File: src/rtl/disp_scan_pkg.sv
// Package: shared parameters and the phase type of the display scan controller.
// Assumes: every module of the block imports this package.
package disp_scan_pkg;

    // Default digit count and word width.
    localparam int unsigned DEF_DIGITS = 16;
    localparam int unsigned DEF_WORD_W = 4;
    localparam int unsigned DEF_GROUP  = 8;

    // Operating phase of the controller.
    typedef enum logic [1:0] {
        PH_IDLE = 2'd0,
        PH_FILL = 2'd1,
        PH_SHOW = 2'd2
    } scan_phase_e;

endpackage

File: src/rtl/scan_sequencer.sv
// Module: scan_sequencer
// Does: runs the idle/fill/show phases, counts fill bits, counts the shift step
// inside a word, and counts the digit position.
// Assumes: WORD_W is a power of two of at least 2, and strobes last one cycle each.
module scan_sequencer
    import disp_scan_pkg::*;
#(
    parameter int unsigned DIGITS = DEF_DIGITS,
    parameter int unsigned WORD_W = DEF_WORD_W
) (
    input  logic                        clk,
    input  logic                        rst_n,
    input  logic                        wr_req_n,
    input  logic                        host_tick,
    input  logic                        scan_tick,
    output logic                        shift_en,
    output logic                        take_ext,
    output logic                        showing,
    output logic                        aligned,
    output logic [$clog2(DIGITS)-1:0]   digit
);
    localparam int unsigned TOTAL_BITS = DIGITS * WORD_W;
    localparam int unsigned CNT_W      = $clog2(TOTAL_BITS);
    localparam int unsigned STEP_W     = $clog2(WORD_W);
    localparam int unsigned DIG_W      = $clog2(DIGITS);
    localparam logic [CNT_W-1:0]  LAST_BIT  = CNT_W'(TOTAL_BITS - 1);
    localparam logic [STEP_W-1:0] LAST_STEP = STEP_W'(WORD_W - 1);
    localparam logic [DIG_W-1:0]  LAST_DIG  = DIG_W'(DIGITS - 1);

    scan_phase_e        phase_q;
    logic [CNT_W-1:0]   bit_cnt_q;
    logic [STEP_W-1:0]  step_q;
    logic [DIG_W-1:0]   digit_q;
    logic               fill_shift;
    logic               show_shift;

    // Fill shifts take external data; show shifts recirculate; a request overrides both.
    always_comb begin
        fill_shift = wr_req_n && (phase_q == PH_FILL) && host_tick;
        show_shift = wr_req_n && (phase_q == PH_SHOW) && scan_tick;
    end

    // Phase, bit counter, step counter and digit counter.
    always_ff @(posedge clk) begin
        if (!rst_n) begin
            phase_q   <= PH_IDLE;
            bit_cnt_q <= '0;
            step_q    <= '0;
            digit_q   <= '0;
        end else if (!wr_req_n) begin
            phase_q   <= PH_FILL;
            bit_cnt_q <= '0;
            step_q    <= '0;
            digit_q   <= '0;
        end else if (fill_shift) begin
            if (bit_cnt_q == LAST_BIT) begin
                phase_q   <= PH_SHOW;
                bit_cnt_q <= '0;
            end else begin
                bit_cnt_q <= bit_cnt_q + 1'b1;
            end
        end else if (show_shift) begin
            step_q <= step_q + 1'b1;
            if (step_q == LAST_STEP) begin
                digit_q <= (digit_q == LAST_DIG) ? '0 : digit_q + 1'b1;
            end
        end
    end

    // Outputs seen by the store and the decoder.
    always_comb begin
        shift_en = fill_shift || show_shift;
        take_ext = fill_shift;
        showing  = (phase_q == PH_SHOW);
        aligned  = (phase_q == PH_SHOW) && (step_q == '0);
        digit    = digit_q;
    end

endmodule

File: src/rtl/digit_store.sv
// Module: digit_store
// Does: holds all digit codes in one right-shifting register; the top bit takes
// either the serial input or the bit that leaves the low end.
// Assumes: the low WORD_W bits hold the word that is currently aligned.
module digit_store #(
    parameter int unsigned TOTAL_BITS = 64,
    parameter int unsigned WORD_W     = 4
) (
    input  logic              clk,
    input  logic              rst_n,
    input  logic              shift_en,
    input  logic              take_ext,
    input  logic              ext_bit,
    output logic [WORD_W-1:0] word
);
    logic [TOTAL_BITS-1:0] sreg_q;
    logic                  top_bit;

    // Pick the bit that enters at the top.
    always_comb top_bit = take_ext ? ext_bit : sreg_q[0];

    // Shift one position toward bit 0.
    always_ff @(posedge clk) begin
        if (!rst_n) begin
            sreg_q <= '0;
        end else if (shift_en) begin
            sreg_q <= {top_bit, sreg_q[TOTAL_BITS-1:1]};
        end
    end

    // Aligned word at the low end.
    always_comb word = sreg_q[WORD_W-1:0];

endmodule

File: src/rtl/group_decoder.sv
// Module: group_decoder
// Does: one-of-GROUP decoder with an enable and active-low outputs.
// Assumes: GROUP is a power of two of at least 2.
module group_decoder #(
    parameter int unsigned GROUP = 8
) (
    input  logic                       en,
    input  logic [$clog2(GROUP)-1:0]   sel,
    output logic [GROUP-1:0]           y_n
);
    localparam int unsigned SEL_W = $clog2(GROUP);

    for (genvar i = 0; i < GROUP; i++) begin : g_out
        // Drive output i low only when it is enabled and selected.
        always_comb y_n[i] = !(en && (sel == SEL_W'(i)));
    end

endmodule

File: src/rtl/anode_decoder.sv
// Module: anode_decoder
// Does: builds the active-low one-of-DIGITS anode select from group decoders.
// The high digit bits enable one group, and the low bits select within it.
// Assumes: DIGITS is a power-of-two multiple of GROUP.
module anode_decoder #(
    parameter int unsigned DIGITS = 16,
    parameter int unsigned GROUP  = 8
) (
    input  logic                        en,
    input  logic [$clog2(DIGITS)-1:0]   digit,
    output logic [DIGITS-1:0]           anode_n
);
    localparam int unsigned DIG_W  = $clog2(DIGITS);
    localparam int unsigned SEL_W  = $clog2(GROUP);
    localparam int unsigned GROUPS = DIGITS / GROUP;

    if (GROUPS == 1) begin : g_single
        group_decoder #(.GROUP(GROUP)) u_grp (
            .en  (en),
            .sel (digit[SEL_W-1:0]),
            .y_n (anode_n)
        );
    end else begin : g_multi
        localparam int unsigned HI_W = DIG_W - SEL_W;
        for (genvar g = 0; g < GROUPS; g++) begin : g_grp
            logic grp_en;
            // Enable this group when the high digit bits match its index.
            always_comb grp_en = en && (digit[DIG_W-1:SEL_W] == HI_W'(g));
            group_decoder #(.GROUP(GROUP)) u_grp (
                .en  (grp_en),
                .sel (digit[SEL_W-1:0]),
                .y_n (anode_n[g*GROUP +: GROUP])
            );
        end
    end

endmodule

File: src/rtl/disp_scan_ctrl.sv
// Module: disp_scan_ctrl (top)
// Does: fills a recirculating digit register from a serial memory and then
// multiplexes the digits, one anode at a time, with blanking between words.
// Assumes: one clock; host_tick and scan_tick are clock-enable strobes.
module disp_scan_ctrl
    import disp_scan_pkg::*;
#(
    parameter int unsigned DIGITS = DEF_DIGITS,
    parameter int unsigned WORD_W = DEF_WORD_W,
    parameter int unsigned GROUP  = DEF_GROUP
) (
    input  logic              clk,
    input  logic              rst_n,
    input  logic              wr_req_n,
    input  logic              host_tick,
    input  logic              mem_bit,
    input  logic              scan_tick,
    output logic              disp_n,
    output logic [DIGITS-1:0] anode_n,
    output logic [WORD_W-1:0] bcd
);
    localparam int unsigned TOTAL_BITS = DIGITS * WORD_W;
    localparam int unsigned DIG_W      = $clog2(DIGITS);

    logic             shift_en;
    logic             take_ext;
    logic             showing;
    logic             aligned;
    logic [DIG_W-1:0] digit;

    scan_sequencer #(.DIGITS(DIGITS), .WORD_W(WORD_W)) u_seq (
        .clk       (clk),
        .rst_n     (rst_n),
        .wr_req_n  (wr_req_n),
        .host_tick (host_tick),
        .scan_tick (scan_tick),
        .shift_en  (shift_en),
        .take_ext  (take_ext),
        .showing   (showing),
        .aligned   (aligned),
        .digit     (digit)
    );

    digit_store #(.TOTAL_BITS(TOTAL_BITS), .WORD_W(WORD_W)) u_store (
        .clk      (clk),
        .rst_n    (rst_n),
        .shift_en (shift_en),
        .take_ext (take_ext),
        .ext_bit  (mem_bit),
        .word     (bcd)
    );

    anode_decoder #(.DIGITS(DIGITS), .GROUP(GROUP)) u_dec (
        .en      (aligned),
        .digit   (digit),
        .anode_n (anode_n)
    );

    // Display flag, low while scanning.
    always_comb disp_n = !showing;

endmodule

File: config.mk
export PLATFORM = sky130hd
export DESIGN_NAME = disp_scan_ctrl
export DESIGN_NICKNAME = d
export VERILOG_FILES = /design/src/rtl/disp_scan_pkg.sv /design/src/rtl/scan_sequencer.sv /design/src/rtl/digit_store.sv /design/src/rtl/group_decoder.sv /design/src/rtl/anode_decoder.sv /design/src/rtl/disp_scan_ctrl.sv
export SDC_FILE = /design/constraint.sdc
export NUM_CORES = 1
export LEC_CHECK = 0
export BUFFER_PORTS_ARGS = -buffer_cell sky130_fd_sc_hd__buf_2
export CORE_MARGIN = 4
export CORE_UTILIZATION = 59
export CTS_CLUSTER_SIZE = 30
export DETAILED_ROUTE_END_ITERATION = 12
export GPL_TIMING_DRIVEN = 0
export PLACE_DENSITY = 0.85
export SLEW_MARGIN = 20
export SYNTH_ARGS = -nofsm -noshare
export SYNTH_HDL_FRONTEND = slang
export SYNTH_SLANG_ARGS = --single-unit
File: constraint.sdc
create_clock -name clk -period 2 [get_ports clk]
set_clock_uncertainty 0.15 [all_clocks]
set_input_delay 0 -clock clk [delete_from_list [all_inputs] [get_ports clk]]
set_output_delay 0 -clock clk [all_outputs]
set_load 0.01 [all_outputs]
-- After elaboration in Yosys (flattened, before gate mapping)
Index checks and enable logic that the tools add are counted.
- register bits after elaboration: 78
- input port bits: 6
- output and inout port bits: 21
- logic and storage cells: 79
- add/sub/neg operators: 3
- equal/unequal tests: 14
- mux-type cells: 6
- bitwise logic cells: 2
- reduce and logical (&&, ||, !) cells: 48
- operators by type and width (operator ; number):
    $logic_and 1x1->1 ; 23
    $logic_not 1->1 ; 17
    $eq 3x3->1 const B ; 4
    $reduce_and 2->1 ; 4
    $add 6x1->6 const B ; 1
    $eq 3x2->1 const B ; 2
    $eq 6x6->1 const B ; 1
    $mux 6 ; 1
    $add 4x1->4 const B ; 1
    $eq 2x2->1 const B ; 2
    $eq 4x4->1 const B ; 1
    $mux 1 ; 4
    $mux 4 ; 1
    $ne 2x1->1 const B ; 2
    $eq 3x1->1 const B ; 1
    $logic_not 3->1 ; 1
    $reduce_and 3->1 ; 1
    $add 2x1->2 const B ; 1
    $eq 2x1->1 const B ; 1
    $logic_not 2->1 ; 1
    $not 1->1 ; 2
    $logic_or 1x1->1 ; 1

-- Longest topological paths before layout
- depth in word-level cells: 5
- mapped depth: 7
- depth with buffers taken out: 5

-- By module
Synthesis repeated with hierarchy kept, for this count alone.
- cells, all modules: 316
- area, all modules: 3352.0 um^2
- modules (own cells, without submodules) (module ; times used ; cells an instance ; area an instance (um^2) ; seq. area each (um^2)):
    digit_store ; 1 ; 211 ; 2473.6 ; 1281.2
    scan_sequencer ; 1 ; 86 ; 705.7 ; 280.3
    group_decoder ; 2 ; 8 ; 76.3 ; 0.0
    anode_decoder ; 1 ; 2 ; 16.3 ; 0.0
    disp_scan_ctrl ; 1 ; 1 ; 3.8 ; 0.0

-- Worst setup path after synthesis
No wires, ideal clock.
- kind: register -> register
- start: register u_seq.phase_q[0]
- end: register u_seq.digit_q[3], in the netlist u_seq.digit[3]
- library setup time: 0.070 ns
- arrival: 1.263 ns
- required time: 1.780 ns
- slack: 0.517 ns
- stages on the path, launching flop included: 5
- path buffers: 1
- period minus slack after synthesis: 1.483 ns
- path through: dfxtp_1 buf_2 nand4b_4 or4_1 a21oi_1
- word-level cells in the longest chain between the ends: 5
- elaborated cells between the ends (all ways): 8
- those cells by class: 2 x eq/ne; 1 x bitwise; 5 x reduce/logical
- ends and longest elaborated chain (element ; line ; RTL):
    start: declaration ; scan_sequencer.sv:30 ; scan_phase_e phase_q;
    start signal: assignment ; scan_sequencer.sv:46 ; phase_q <= PH_IDLE;
    start signal: assignment ; scan_sequencer.sv:51 ; phase_q <= PH_FILL;
    start signal: assignment ; scan_sequencer.sv:57 ; phase_q <= PH_SHOW;
    $eq 2x1->1 ; scan_sequencer.sv:39 ; fill_shift = wr_req_n && (phase_q == PH_FILL) && host_tick;
    $logic_and 1x1->1 (2 in series) ; scan_sequencer.sv:39 ;
    $not 1->1 (no line) ; - ;
    $reduce_and 3->1 (no line) (*) ; - ;
    end signal: assignment ; scan_sequencer.sv:65 ; digit_q <= (digit_q == LAST_DIG) ? '0 : digit_q + 1'b1;
    end: declaration ; scan_sequencer.sv:33 ; logic [DIG_W-1:0] digit_q;
Mark *: on every way between the ends. The rest lies on a longest branch, timed or not.
A chain may end at the register's enable or synchronous reset.

-- Final worst setup path
- start: register u_seq.digit_q[3], in the netlist u_seq.digit[3]
- end: output port anode_n[10]
- word-level cells in the longest chain between the ends: 3
- ends and longest elaborated chain (element ; line ; RTL):
    $logic_and 1x1->1 ; anode_decoder.sv:28 ; always_comb grp_en = en && (digit[DIG_W-1:SEL_W] == HI_W'(g));
    $logic_and 1x1->1 ; group_decoder.sv:15 ; always_comb y_n[i] = !(en && (sel == SEL_W'(i)));
    $logic_not 1->1 ; group_decoder.sv:15 ;
    end: declaration ; disp_scan_ctrl.sv:19 ; output logic [DIGITS-1:0] anode_n,
Every way passes these cells.

==> impl_metrics.yaml <==
status:
  run_status: "finished, final reports clean"
synthesis:
  synth_cells: 415
  synth-seq-cells: 78
  synth_edf_count: 0
  synthesis.area_um2: 3370
  async_flop_share: 0
  yosys.area.top_type_share: 0.463
  yosys_warnings: 0
  synth_ff_type: "dfxtp_1"
  ys_top_cells_by_area: "dfxtp_1, a21oi_1, nand3_1, o21ai_1, ha_1"
  syn_avg_cell_area_um2: 8.12
  synth.distinct_cells: 32
  synth_top_cells_by_count: "dfxtp_1, a21oi_1, nand3_1, o21ai_1, nand2_1"
  ys_seq_area_frac: 0.463
  synth_most_common_cell: "dfxtp_1"
  post-synth-top-area-cell: "dfxtp_1"
  synth.net_count: 430
die:
  rows: 27
  die_area_um2: 6990
  die_w_um: 83.6
  coreArea_um2: 5540
  die_y_um: 83.6
  io_pins: 27
  start_util: 0.608
pwr:
  peakVddDrop_mv: 0.413
  leakage_nw: 1.29
  powerDensity_nw_per_um2: 747
cts:
  cts_tree: "built"
  clockBufferDepth: 2
  post-cts-setup-buffers: 0
  cts.sinks: 78
  cts_made_buffers: 9
  cts_root_buf: "clkbuf_8"
  clock_latency_ns: 0.35
  htree_levels: 3
  path_clk_slew_ns: 0.08
timing:
  rsz0062_at_grt: "false"
  relSlewSlack: 0.694
  fmax_mhz: 534
  tightest_slew_ns: 0.459
  final_hold_viol_count: 0
  setup_violations: 0
  slew_viol_final: 0
  min_period_ns: 1.87
  final.setup.tns_ns: 0
  period_share: 0.937
  worst_slack_ns: 0.126
final_layout:
  num_antenna_cells: 0
  fin_nets: 470
  drive_gt1_frac: 0.150
  syn_to_final_growth_pct: 13.9
  final_area_um2: 3840
  fin_util: 0.693
  layout.cells.non_filler: 532
global_routing:
  grt_first_pass_wirelength_um: 12500
  globalRouteOverflowTotal: 0
  grt_pass1_vias: 2842
  antenna_found_initial: 0
  grt_max_degree: 15
  grtUsageTotal: 0.217
place:
  post-place-ws_ns: 0.289
  dpl-instance-area_um2: 3590
  placedCellCount: 512
  hpwl_um: 4790
  place.gp.congestion: 0.813
  io_buffer_count: 25
routing:
  num_vias: 3061
  drt_iter0_markers: 272
  firstDrtPassIters: 4
  routed_via_density: 5.75
  ant_nets: 0
  avgRoutedWirePerCell_um: 13.6
  drt-total-wl_um: 7220
  drc: 0
setup_path:
  cp.arrival_ns: 1.72
  worst-path-max-fanout: 10
  worst_setup_path_start_kind: "register"
  crit_type: "reg2out"
  worstPathRequired_ns: 1.85
  end_kind: "output port"
min_path:
  min_path_type: "in2reg"
flow_run:
  drv_cap: 0
final timing paths:
check | start | end | slack [ns] | depth (start not counted)
setup / recovery | u_seq.digit[3] | anode_n[10] | 0.13 | 5
hold / removal | host_tick | u_seq.bit_cnt_q[3] | 0.02 | 4
setup reg to reg | u_seq.phase_q[0] | u_seq.digit[2] | 0.27 | 6
hold reg to reg | u_store.sreg_q[26] | u_store.sreg_q[25] | 0.32 | 2
area by class of cell:
type                       instances  area [µm²]
fill                             451        1700
sequential                        78        1560
multi-input combinational        282        1550
buffer                            45         230
timing repair buffer              29         165
clock buffer                      10         138
tap                               72        90.1
clock inverter                     6        70.1
inverter                          10        37.5
registers in the layout, summed over array words and instances (netlist names):
name	count
u_seq.step_q	2
u_seq.digit	4
u_seq.bit_cnt_q	6
u_store.sreg_q	64
u_seq.phase_q	2
where the power goes:
group / internal, W / leakage, nW / switching (W)
sequential: 0.00155 / 0.628 / 0.00000145
clock: 0.000619 / 0.107 / 0.000583
combinational: 0.0000316 / 0.559 / 0.0000791
cells in the final DEF (no fill, tap or decap), drive strengths merged, types with 3 or more instances in the layout:
cell type	count
nand3	71
o21ai	66
nand4	3
dfxtp	78
nand2	28
nor3	3
buf	49
o31ai	3
clkinv	4
dlygate4sd3	4
ha	9
clkbuf	31
inv	11
a21oi	77
or4	3
worst max-delay path: stages, from the launching register on:
cell and delay [ns]:
dfxtp_1 0.31, clkbuf_1 0.34, nand3_1 0.15, nor3_1 0.32, nand2_1 0.10, buf_2 0.15
logic make-up after synthesis:
family	share of synthesized area
compound gates	0.237
fa+ha+maj	0.0334
buf+inv	0.0794
flops	0.463
mux	0.00297
simple gates	0.184
metal layers:
layer  track usage  vias up  wire [µm]
met1         0.266     1425       3330
met2         0.344       72       3410
met5             0        -          0
met4         0.108        0        110
li1              -     1555          -
met3        0.0661        9        373
metrics by stage:
step / hold WS (ns) / total power [W]
after floorplan: -0.00251 / 0.00167
after global placement: 0.143 / 0.00169
after detailed placement: 0.164 / 0.00169
after CTS: 0.00603 / 0.00289
after global routing: 0.0363 / 0.00298
final: 0.0216 / 0.00287
repair_timing:
action                                 4_1_cts  5_1_grt
setup endpoints to repair                    0        3
endpoints found under the hold margin        6        0
hold buffers                                 4        0
gates resized for setup                      0        1
No activity file was read; power rests on OpenSTA's default activity.
